**config.mk**
```make
export PLATFORM = sky130hd
export DESIGN_NAME = dual_svm_seq
export DESIGN_NICKNAME = d
export VERILOG_FILES = /design/src/rtl/svs_pkg.sv /design/src/rtl/svs_timer.sv /design/src/rtl/svs_shadow.sv /design/src/rtl/svs_seg_sel.sv /design/src/rtl/svs_gate_map.sv /design/src/rtl/dual_svm_seq.sv
export SDC_FILE = /design/constraint.sdc
export NUM_CORES = 1
export LEC_CHECK = 0
export BUFFER_PORTS_ARGS = -buffer_cell sky130_fd_sc_hd__clkbuf_2
export CORE_MARGIN = 1
export CORE_UTILIZATION = 40
export DETAILED_ROUTE_END_ITERATION = 16
export PLACE_DENSITY = 0.67
export SLEW_MARGIN = 5
export SYNTH_ARGS = -nofsm -noshare
export SYNTH_HDL_FRONTEND = slang
export SYNTH_SLANG_ARGS = --single-unit
```
**constraint.sdc**
```tcl
create_clock -name clk_i -period 13 [get_ports clk_i]
set_clock_uncertainty 0.15 [all_clocks]
set_input_delay 0 -clock clk_i [delete_from_list [all_inputs] [get_ports clk_i]]
set_output_delay 0 -clock clk_i [all_outputs]
set_load 0.02 [all_outputs]
```
**src/rtl/svs_pkg.sv**
```systemverilog
package svs_pkg;

  typedef enum logic [2:0] {
    VL_Z1 = 3'd0,
    VL_Z2 = 3'd1,
    VL_Z3 = 3'd2,
    VL_A  = 3'd3,
    VL_B  = 3'd4,
    VL_C  = 3'd5,
    VL_D  = 3'd6
  } vec_lbl_e;

  // leg levels of the sector-edge vector, bit i = leg i
  function automatic logic [2:0] sv_legs(input logic [2:0] s);
    case (s)
      3'd1:    sv_legs = 3'b001;
      3'd2:    sv_legs = 3'b011;
      3'd3:    sv_legs = 3'b010;
      3'd4:    sv_legs = 3'b110;
      3'd5:    sv_legs = 3'b100;
      3'd6:    sv_legs = 3'b101;
      default: sv_legs = 3'b000;
    endcase
  endfunction

  function automatic logic [2:0] sec_next(input logic [2:0] s);
    sec_next = (s == 3'd6) ? 3'd1 : 3'(s + 3'd1);
  endfunction

  function automatic logic sec_ok(input logic [2:0] s);
    sec_ok = (s >= 3'd1) && (s <= 3'd6);
  endfunction

endpackage

```
**src/rtl/svs_timer.sv**
```systemverilog
module svs_timer #(
  parameter int unsigned TW = 6
) (
  input  logic          clk_i,
  input  logic          rst_ni,
  output logic [TW-1:0] cnt_o,
  output logic          dn_o,
  output logic          ld_o
);
  localparam logic [TW-1:0] CMAX = '1;

  logic [TW-1:0] cnt_q;
  logic          dn_q;

  always_ff @(posedge clk_i or negedge rst_ni) begin
    if (!rst_ni) begin
      cnt_q <= '0;
      dn_q  <= 1'b1;
    end else if (dn_q) begin
      if (cnt_q == '0) dn_q <= 1'b0;
      else             cnt_q <= cnt_q - 1'b1;
    end else begin
      if (cnt_q == CMAX) dn_q <= 1'b1;
      else               cnt_q <= cnt_q + 1'b1;
    end
  end

  assign cnt_o = cnt_q;
  assign dn_o  = dn_q;
  assign ld_o  = dn_q && (cnt_q == '0);

  a_r7_load_starts_period: assert property (@(posedge clk_i) disable iff (!rst_ni)
    ld_o |=> (cnt_o == '0 && !dn_o));

  a_r5_turn_at_top: assert property (@(posedge clk_i) disable iff (!rst_ni)
    (!dn_o && cnt_o == CMAX) |=> (dn_o && cnt_o == CMAX));

endmodule

```
**src/rtl/svs_shadow.sv**
```systemverilog
module svs_shadow
  import svs_pkg::*;
#(
  parameter int unsigned TW = 6,
  parameter int unsigned FW = 4
) (
  input  logic              clk_i,
  input  logic              rst_ni,
  input  logic              ld_i,
  input  logic [2:0]        sec1_i,
  input  logic [2:0]        sec2_i,
  input  logic [TW:0]       ta_i,
  input  logic [TW:0]       tb_i,
  input  logic [TW:0]       tc_i,
  input  logic [TW:0]       td_i,
  input  logic [FW:0]       alpha_i,
  input  logic [FW:0]       beta_i,
  output logic [2:0]        sec1_o,
  output logic [2:0]        sec2_o,
  output logic              err_o,
  output logic [6:0][TW:0]  dur_o
);
  localparam int unsigned SW = TW + 3;
  localparam int unsigned PW = TW + FW + 2;
  localparam logic [TW:0] FULL_T = (TW+1)'(1 << TW);
  localparam logic [FW:0] ONE_F  = (FW+1)'(1 << FW);

  logic [2:0]  sec1_q, sec2_q;
  logic [TW:0] ta_q, tb_q, tc_q, td_q;
  logic [FW:0] al_q, be_q;

  always_ff @(posedge clk_i or negedge rst_ni) begin
    if (!rst_ni) begin
      sec1_q <= 3'd1;
      sec2_q <= 3'd1;
      ta_q   <= '0;
      tb_q   <= '0;
      tc_q   <= '0;
      td_q   <= '0;
      al_q   <= ONE_F;
      be_q   <= '0;
    end else if (ld_i) begin
      sec1_q <= sec1_i;
      sec2_q <= sec2_i;
      ta_q   <= ta_i;
      tb_q   <= tb_i;
      tc_q   <= tc_i;
      td_q   <= td_i;
      al_q   <= alpha_i;
      be_q   <= beta_i;
    end
  end

  logic [SW-1:0] act_sum;
  logic          bad;
  logic [TW:0]   t0, t01, t02, t03;
  logic [FW:0]   a_e, b_e;
  logic [FW+1:0] ab_sum;
  logic [PW-1:0] p01, p02;

  always_comb begin
    act_sum = SW'(ta_q) + SW'(tb_q) + SW'(tc_q) + SW'(td_q);
    bad     = (act_sum > SW'(FULL_T)) || !sec_ok(sec1_q) || !sec_ok(sec2_q);
    t0      = bad ? '0 : FULL_T - act_sum[TW:0];
    a_e     = (al_q > ONE_F) ? ONE_F : al_q;
    ab_sum  = (FW+2)'(a_e) + (FW+2)'(be_q);
    b_e     = (ab_sum > (FW+2)'(ONE_F)) ? ONE_F - a_e : be_q;
    p01     = PW'(t0) * PW'(a_e);
    p02     = PW'(t0) * PW'(b_e);
    t01     = (TW+1)'(p01 >> FW);
    t02     = (TW+1)'(p02 >> FW);
    t03     = t0 - t01 - t02;
  end

  always_comb begin
    if (bad) begin
      dur_o    = '0;
      dur_o[0] = FULL_T;
    end else begin
      dur_o[0] = t01;
      dur_o[1] = sec1_q[0] ? ta_q : tb_q;
      dur_o[2] = sec1_q[0] ? tb_q : ta_q;
      dur_o[3] = t03;
      dur_o[4] = sec2_q[0] ? tc_q : td_q;
      dur_o[5] = sec2_q[0] ? td_q : tc_q;
      dur_o[6] = t02;
    end
  end

  assign sec1_o = sec1_q;
  assign sec2_o = sec2_q;
  assign err_o  = bad;

  a_r4_zero_split_fits: assert property (@(posedge clk_i) disable iff (!rst_ni)
    !bad |-> ((TW+2)'(t01) + (TW+2)'(t02) <= (TW+2)'(t0)));

endmodule

```
**src/rtl/svs_seg_sel.sv**
```systemverilog
module svs_seg_sel #(
  parameter int unsigned TW = 6
) (
  input  logic [TW-1:0]     cnt_i,
  input  logic              dn_i,
  input  logic [6:0][TW:0]  dur_i,
  output logic [2:0]        slot_o,
  output logic [3:0]        seg_o
);
  logic [TW+1:0] cum;
  logic          found;

  always_comb begin
    cum    = '0;
    found  = 1'b0;
    slot_o = 3'd6;
    for (int k = 0; k < 7; k++) begin
      cum = cum + (TW+2)'(dur_i[k]);
      if (!found && ((TW+2)'(cnt_i) < cum)) begin
        slot_o = 3'(k);
        found  = 1'b1;
      end
    end
    seg_o = dn_i ? 4'(4'd13 - {1'b0, slot_o}) : {1'b0, slot_o};
  end

endmodule

```
**src/rtl/svs_gate_map.sv**
```systemverilog
module svs_gate_map
  import svs_pkg::*;
(
  input  logic       clk_i,
  input  logic       rst_ni,
  input  vec_lbl_e   lbl_i,
  input  logic [2:0] sec1_i,
  input  logic [2:0] sec2_i,
  output logic [8:0] gate_o
);
  logic [2:0] up_lv, lo_lv;

  always_comb begin
    unique case (lbl_i)
      VL_Z2:   begin up_lv = 3'b111;                   lo_lv = 3'b111; end
      VL_Z3:   begin up_lv = 3'b111;                   lo_lv = 3'b000; end
      VL_A:    begin up_lv = sv_legs(sec1_i);          lo_lv = 3'b000; end
      VL_B:    begin up_lv = sv_legs(sec_next(sec1_i)); lo_lv = 3'b000; end
      VL_C:    begin up_lv = 3'b111; lo_lv = sv_legs(sec2_i);          end
      VL_D:    begin up_lv = 3'b111; lo_lv = sv_legs(sec_next(sec2_i)); end
      default: begin up_lv = 3'b000;                   lo_lv = 3'b000; end
    endcase
  end

  for (genvar i = 0; i < 3; i++) begin : g_leg
    assign gate_o[3*i+2] = up_lv[i];
    assign gate_o[3*i+1] = ~up_lv[i] | lo_lv[i];
    assign gate_o[3*i]   = ~lo_lv[i];

    a_r9_two_on: assert property (@(posedge clk_i) disable iff (!rst_ni)
      $countones(gate_o[3*i +: 3]) == 2);
  end

endmodule

```
**src/rtl/dual_svm_seq.sv**
```systemverilog
module dual_svm_seq
  import svs_pkg::*;
#(
  parameter int unsigned TW = 6,
  parameter int unsigned FW = 4
) (
  input  logic          clk_i,
  input  logic          rst_ni,
  input  logic [2:0]    sec1_i,
  input  logic [2:0]    sec2_i,
  input  logic [TW:0]   ta_i,
  input  logic [TW:0]   tb_i,
  input  logic [TW:0]   tc_i,
  input  logic [TW:0]   td_i,
  input  logic [FW:0]   alpha_i,
  input  logic [FW:0]   beta_i,
  output logic [2:0]    vec_o,
  output logic [3:0]    seg_o,
  output logic [8:0]    gate_o,
  output logic          err_o
);
  logic [TW-1:0]     cnt;
  logic              dn, ld;
  logic [2:0]        s1, s2, slot;
  logic [6:0][TW:0]  dur;
  vec_lbl_e          lbl;

  svs_timer #(.TW(TW)) u_timer (
    .clk_i (clk_i), .rst_ni(rst_ni), .cnt_o(cnt), .dn_o(dn), .ld_o(ld)
  );

  svs_shadow #(.TW(TW), .FW(FW)) u_shadow (
    .clk_i  (clk_i),  .rst_ni (rst_ni), .ld_i   (ld),
    .sec1_i (sec1_i), .sec2_i (sec2_i),
    .ta_i   (ta_i),   .tb_i   (tb_i),   .tc_i   (tc_i), .td_i(td_i),
    .alpha_i(alpha_i), .beta_i(beta_i),
    .sec1_o (s1),     .sec2_o (s2),     .err_o  (err_o), .dur_o(dur)
  );

  svs_seg_sel #(.TW(TW)) u_sel (
    .cnt_i(cnt), .dn_i(dn), .dur_i(dur), .slot_o(slot), .seg_o(seg_o)
  );

  always_comb begin
    unique case (slot)
      3'd1:    lbl = s1[0] ? VL_A : VL_B;
      3'd2:    lbl = s1[0] ? VL_B : VL_A;
      3'd3:    lbl = VL_Z3;
      3'd4:    lbl = s2[0] ? VL_C : VL_D;
      3'd5:    lbl = s2[0] ? VL_D : VL_C;
      3'd6:    lbl = VL_Z2;
      default: lbl = VL_Z1;
    endcase
  end

  svs_gate_map u_gate (
    .clk_i(clk_i), .rst_ni(rst_ni), .lbl_i(lbl),
    .sec1_i(s1), .sec2_i(s2), .gate_o(gate_o)
  );

  assign vec_o = lbl;

  logic [TW+3:0] dur_sum;
  always_comb begin
    dur_sum = '0;
    for (int k = 0; k < 7; k++) dur_sum = dur_sum + (TW+4)'(dur[k]);
  end

  a_r6_no_empty_seg: assert property (@(posedge clk_i) disable iff (!rst_ni)
    dur[slot] != '0);

  a_r5_half_filled: assert property (@(posedge clk_i) disable iff (!rst_ni)
    dur_sum == (TW+4)'(1 << TW));

  a_r8_err_holds_z1: assert property (@(posedge clk_i) disable iff (!rst_ni)
    err_o |-> (vec_o == VL_Z1));

  a_r1_seg_order: assert property (@(posedge clk_i) disable iff (!rst_ni)
    (seg_o < $past(seg_o)) |-> (cnt == '0 && !dn));

endmodule

```
; Yosys cells after proc, flatten, opt, wreduce, memory -nomap -nowiden
; Index checks and enable logic that the tools add are counted.
[op_classes]
eq_ne = 39
mux = 41
n_addsub = 19
magnitude_cmp = 14
bitwise = 9
mul = 2
n_reduce_logical = 22
[op_table]
columns = op, count
row1 = one-hot mux 3 bit (6 select lines), 5
row2 = "== test 3 bit, second input constant", 18
row3 = 2-to-1 mux 49 bit, 1
row4 = < comparator 6 x 8 -> 1 bit, 6
row5 = adder 8 x 7 -> 8 bit, 5
row6 = "== test 3 x 2 -> 1 bit, second input constant", 12
row7 = 2-to-1 mux 7 bit, 5
row8 = 2-to-1 mux 3 bit, 11
row9 = multiplier 7 x 5 -> 11 bit, 2
row10 = adder 9 x 7 -> 9 bit, 2
row11 = "== test 3 x 1 -> 1 bit, second input constant", 6
row12 = 2-to-1 mux 6 bit, 3
row13 = one-hot mux 3 bit (3 select lines), 2
row14 = adder 7 x 7 -> 8 bit, 2
row15 = subtractor 7 bit, 2
row16 = 2-to-1 mux 5 bit, 2
row17 = "> comparator 9 x 7 -> 1 bit, second input constant", 1
row18 = logical AND 1 bit, 9
row19 = 2-to-1 mux 1 bit, 9
row20 = zero test 1 bit, 8
row21 = < comparator 6 x 7 -> 1 bit, 1
row22 = "subtractor 7 bit, first input constant", 1
row23 = "adder 3 x 1 -> 3 bit, second input constant", 2
row24 = adder 5 x 5 -> 6 bit, 1
row25 = 19 further kinds, 30
[totals]
word_cells = 156
register_bits = 51
output_inout_bits = 17
inputBits = 46

; Longest topological paths before layout
[logic_depth]
word_depth = 38
depth_mapped = 67
ltp_nobuf = 66

; Modules after synthesis
; From an unflattened synthesis, not the netlist that was laid out.
[hier_totals]
cells_unflattened = 1015
area_unflattened_um2 = 8753.4
[modules_own_cells]
columns = module, area_each_um2, n_inst, cells_per_inst, seq_area_each_um2
row1 = svs_shadow, 5475.3, 1, 602, 1104.8
row2 = svs_seg_sel, 2379.8, 1, 303, 0.0
row3 = svs_timer, 467.9, 1, 45, 176.4
row4 = svs_gate_map, 335.3, 1, 50, 0.0
row5 = dual_svm_seq, 95.1, 1, 15, 0.0

; Worst setup path after synthesis
; OpenSTA, ideal clock, no wires.
[synth_path]
kind = register to output
from = register u_shadow.tb_q[0]
to = output gate_o[1]
t_required_ns = 12.850
slack_ns = -0.694
stages_incl_launch_ff = 63
t_arrival_ns = 13.544
path_cell_list = dfrtp_1 > ha_1 > fa_1 > a21oi_1 > nor2_1 > nor2_1 > o21bai_1 > a21oi_1 > xnor2_1 > fa_1 > ha_1 > or2_2 > a21oi_1 > o211ai_1 > or3_1 > clkbuf_1 > or2_2 > fa_1 > (+27 left out) > nor2_1 > xnor2_1 > inv_1 > ha_1 > xnor2_1 > inv_1 > ha_1 > nand3b_1 > o22a_1 > or3_1 > o41ai_2 > a21o_1 > o211ai_4 > o221ai_1 > ha_1 > o21ai_0 > o211ai_2 > o2111ai_1
[synth_via]
elab_chain_len = 36
word_cells_on_any_way = 71
classes_between = add/sub (12) / mul (2) / order compare (8) / eq/ne (12) / mux (20) / bitwise (2) / reduce/logical (15)
[synth_rtl]
columns = element, line_no
row1 = start: declaration, svs_shadow.sv:29  ; logic [TW:0] ta_q, tb_q, tc_q, td_q;
row2 = start signal: assignment, svs_shadow.sv:46  ; tb_q <= tb_i;
row3 = adder 7 x 7 -> 8 bit, svs_shadow.sv:62  ; act_sum = SW'(ta_q) + SW'(tb_q) + SW'(tc_q) + SW'(td_q);
row4 = adder 9 x 7 -> 9 bit (2 in series), svs_shadow.sv:62
row5 = > comparator 9 x 7 -> 1 bit, svs_shadow.sv:63  ; bad = (act_sum > SW'(FULL_T)) || !sec_ok(sec1_q) || !sec_ok(sec2_q);
row6 = logical OR 1 bit (2 in series), svs_shadow.sv:63
row7 = 2-to-1 mux 7 bit, svs_shadow.sv:64  ; t0 = bad ? '0 : FULL_T - act_sum[TW:0];
row8 = multiplier 7 x 5 -> 11 bit, svs_shadow.sv:68  ; p01 = PW'(t0) * PW'(a_e);
row9 = 2-to-1 mux 49 bit (*), svs_shadow.sv:76  ; if (bad) begin
row10 = "parallel branches: the longest is 19 deep, another holds adder 7 x 7 -> 8 bit", n/a
row11 = (+2 left out), n/a
row12 = one-hot mux 3 bit (6 select lines) (*), dual_svm_seq.sv:45  ; unique case (slot)
row13 = net vec_o[0], dual_svm_seq.sv:17  ; output logic [2:0] vec_o,
row14 = "== test 3 x 2 -> 1 bit, or another cell as far along", svs_gate_map.sv:14  ; unique case (lbl_i)
row15 = OR reduction 4 bit (no source line), n/a
row16 = one-hot mux 3 bit (3 select lines) (*), svs_gate_map.sv:14
row17 = net gate_o[2], dual_svm_seq.sv:19  ; output logic [8:0] gate_o,
row18 = inverter 1 bit (*), svs_gate_map.sv:27  ; assign gate_o[3*i+1] = ~up_lv[i] | lo_lv[i];
row19 = bitwise OR 1 bit (*), svs_gate_map.sv:27
row20 = end: declaration, dual_svm_seq.sv:19
; Mark *: on every way through the listed nets, which the timed path passes.

; Worst setup path in the final report
[layout_path]
from = register u_shadow.ta_q[0]
to = output gate_o[4]
[layout_via]
elab_chain_len = 36
word_cells_on_any_way = 71
classes_between = add/sub (12) / mul (2) / order compare (8) / eq/ne (12) / mux (20) / bitwise (2) / reduce/logical (15)
[layout_rtl]
columns = element, line_no
row1 = start: declaration, svs_shadow.sv:29
row2 = start signal: assignment, svs_shadow.sv:45  ; ta_q <= ta_i;
row3 = adder 7 x 7 -> 8 bit, svs_shadow.sv:62
row4 = adder 9 x 7 -> 9 bit (2 in series), svs_shadow.sv:62
row5 = > comparator 9 x 7 -> 1 bit, svs_shadow.sv:63
row6 = logical OR 1 bit (2 in series), svs_shadow.sv:63
row7 = 2-to-1 mux 7 bit, svs_shadow.sv:64
row8 = multiplier 7 x 5 -> 11 bit, svs_shadow.sv:68
row9 = 2-to-1 mux 49 bit (*), svs_shadow.sv:76
row10 = "parallel branches: the longest is 19 deep, another holds adder 7 x 7 -> 8 bit", n/a
row11 = 2-to-1 mux 3 bit (*), svs_seg_sel.sv:19  ; if (!found && ((TW+2)'(cnt_i) < cum)) begin
row12 = "== test 3 bit, or another cell as far along", dual_svm_seq.sv:45
row13 = one-hot mux 3 bit (6 select lines) (*), dual_svm_seq.sv:45
row14 = "== test 3 x 2 -> 1 bit, or another cell as far along", svs_gate_map.sv:14
row15 = OR reduction 4 bit (no source line), n/a
row16 = one-hot mux 3 bit (3 select lines), svs_gate_map.sv:14
row17 = inverter 1 bit, svs_gate_map.sv:27
row18 = bitwise OR 1 bit (*), svs_gate_map.sv:27
; Mark *: on every way between the ends.

==> flow_metrics.tcl <==
set metrics [dict create \
    die_height_um 152.2 \
    ys_seq_area_share_pct 14.19 \
    die_area_um2 23170 \
    drt-pass1-iter-count 5 \
    cts.sinks 51 \
    vdd_drop_max_mv 0.04334 \
    synthArstFlopShare_pct 100.0 \
    crit_path_frequent_cell "ha_4" \
    drive_gt1_share_pct 26.04 \
    dieWidth_um 152.2 \
    yosysTopAreaCellShare_pct 19.54 \
    hpwlAfterDp_um 20130 \
    rsz0062_at_grt "yes" \
    final_hold_viol_count 0 \
    critPathLaunchType "flip-flop" \
    ant_nets 0 \
    start_util_pct 41.11 \
    synthToLayoutAreaGrowth_pct 32.76 \
    wl_per_cell_um 15.99 \
    rows 54 \
    grt-ovfl-total 0 \
    design_area_um2 11990 \
    finalSetupViolations 10 \
    hp-class "in -> async" \
    vias_per_cell 5.314 \
    diodes 0 \
    avgSynthCellArea_um2 8.060 \
    max_cap_violations 0 \
    cts_tree "built" \
    dpl-instance-area_um2 10630 \
    fin_nets 1582 \
    power_uw 324.3 \
    grt_pass1_vias 8384 \
    cts_buffer_depth 2 \
    wirelength_um 26030 \
    dp_slack_ns -0.3034 \
    netlist.top_cell.by_area "ha_1" \
    final-max-slew-violation-count 0 \
    worst_pin_slew_ns 0.6902 \
    max_freq_ghz 0.07388 \
    synth_nets 1355 \
    drtIter0Drc 484 \
    antenna_found_initial 0 \
    grt_pass1_wl_um 41480 \
    grt_usage_pct 22.00 \
    fin_crit_sh_pct 104.1 \
    relSlewSlack_pct 52.67 \
    cts_buffers 5 \
    status "finished with violations" \
    ios 63 \
    cellPowerDensity_nw_per_um2 27.06 \
    end_kind "output pin" \
    setup_tns_ns -4.368 \
    synth-warning-count 0 \
    power_leakage_uw 0.005876 \
    crit_required_ns 12.85 \
    clk-insertion-delay-late_ns 0.31 \
    port_buffers 62 \
    fin_ws_ns -0.5358 \
    critical-path-slowest-cell "fa_1" \
    root_buffer "clkbuf_16" \
    via_count 8652 \
    synth_top_flop_cell "dfrtp_1" \
    coreArea_um2 21960 \
    clkSlewWorstSetupHoldPaths_ns 0.09 \
    violations "negative setup slack" \
    syn-instance-count 1120 \
    yosys-top-cells-area "ha_1 (20%), dfrtp_1 (13%), fa_1 (11%), nand2_1 (6.6%), inv_1 (5.2%)" \
    hold_slack_ns 0.1744 \
    path_max_fanout 6 \
    arrival_ns 13.39 \
    fin_crit_ns 13.54 \
    max_stage_delay_ns 0.51 \
    syn_area_um2 9027 \
    ys_seq_elements 51 \
    synth-edff-count 0 \
    grt_max_degree 57 \
    crit_type "reg -> out" \
    h-tree-depth 2 \
    gp_congestion 0.8951 \
    synth.distinct_cells 92 \
    drc_errors 0 \
]
[state kept, by name, summed over array words and instances (netlist names)]
signal,cells
u_shadow.ta_q,7
u_shadow.tb_q,7
u_shadow.tc_q,7
u_shadow.td_q,7
u_timer.cnt_o,6
u_shadow.al_q,5
u_shadow.be_q,5
u_shadow.sec1_o,3
u_shadow.sec2_o,3
u_timer.dn_o,1
[layer usage]
| metal | GRT usage (%) | vias to the layer above | part of all wire (%) |
|---|---|---|---|
| li1 | - | 4266 | - |
| met1 | 30.83 | 4113 | 47 |
| met2 | 36.56 | 251 | 47 |
| met3 | 2.588 | 22 | 5.0 |
| met4 | 3.984 | 0 | 0.99 |
| met5 | 0 | - | 0 |
[cells in the mapped netlist (all sizes together) (8+ instances only)]
cell	count
fa	48
xor2	20
and2	9
and3	13
xnor2	43
clkbuf	18
dfrtp	47
nand2	158
inv	128
nor2	111
a21oi	50
a21o	27
or2	13
nand2b	18
ha	141
nor3	16
nor2b	16
mux2i	29
nand3	17
o211ai	8
nand3b	8
buf	8
o21ai	60
o21bai	9
[where the power goes]
group,total [µW],switching (µW),internal [µW]
Combinational,21.5,7.67,13.8
Sequential,159,0,159
Clock,144,70.5,73.8
[worst paths after layout]
path                       slack [ns]            endpoint             start  cells after the start
setup / recovery                -0.54           gate_o[4]  u_shadow.ta_q[0]                     62
hold / removal                   0.17    u_timer.cnt_o[1]            rst_ni                      3
setup reg to reg                10.39    u_shadow.tc_q[0]      u_timer.dn_o                      6
hold reg to reg                  0.33    u_shadow.al_q[0]  u_shadow.al_q[0]                      2
max in group asynchronous       12.02    u_shadow.tb_q[0]            rst_ni                      3
min in group clk_i               0.26  u_shadow.sec2_o[0]         sec2_i[0]                      4
[area by class of cell]
class,instances,area (µm²)
Clock buffer,5,125.1
Clock inverter,3,27.53
Fill cell,1909,9973
Inverter,130,496.7
Multi-Input combinational cell,913,7792
Sequential cell,51,1281
Tap cell,280,350.3
Timing Repair Buffer,246,1912
[per-stage QoR]
stage	utilization, %	cells
6_report	54.58	1628
5_1_grt	54.58	1628
4_1_cts	52.70	1613
3_5_place_dp	48.41	1538
3_3_place_gp	48.41	1538
2_1_floorplan	-	1120
[placed cells by master, fill, tap and decap left out, types with 5 or more instances in the layout]
cell / count
xor2_1: 18
o21ai_2: 8
buf_6: 14
nand2_1: 154
and3_1: 11
xnor2_1: 36
ha_1: 115
ha_4: 22
nand2b_1: 17
nor2b_1: 14
nand3_1: 16
clkbuf_2: 47
o21ai_0: 43
inv_2: 11
dlygate4sd3_1: 45
o21a_1: 7
nand3b_1: 8
dfrtp_1: 47
a21oi_2: 10
mux2i_1: 28
clkbuf_16: 5
a21oi_1: 37
o21bai_1: 8
buf_4: 136
a211oi_1: 5
and2_1: 6
inv_1: 116
nor3_1: 14
or2_2: 6
fa_1: 45
a21o_1: 27
nor2_1: 107
xnor2_2: 6
o21ai_1: 8
o211ai_1: 5
[critical path: cells and delay by family (launching register included)]
family	cells	cell delay (ns)
AO/OA/AOI/OAI	21	3.62
XOR/XNOR	5	0.75
adder cells (fa/ha/maj)	15	4.92
buffers and inverters	8	0.76
flip-flops	1	0.38
multiplexers	1	0.23
AND/OR/NAND/NOR	12	2.41
[kinds of logic (layout without fill, tap and decap cells)]
group	count (synthesis)	in the layout	synth area share [%]
and+or+nand+nor	405	405	20.82
AOI/OAI and AO/OA	220	220	17.55
adders and majority gates	190	190	30.30
buffers and inverters	156	384	6.653
xor gates and xnor gates	64	64	6.570
DFF	51	51	14.19
muxes	34	34	3.922
[what timing repair did]
item / CTS / global route
gates resized for setup: 34 / 84
hold buffers: 45 / 0
buffers inserted: 22 / 15
pin swaps: 38 / 51
hold endpoints to repair: 91 / 0
endpoints found under the setup margin: 11 / 16
cloned: 0 / 0
Note: power is estimated with default switching activity, not from simulation.
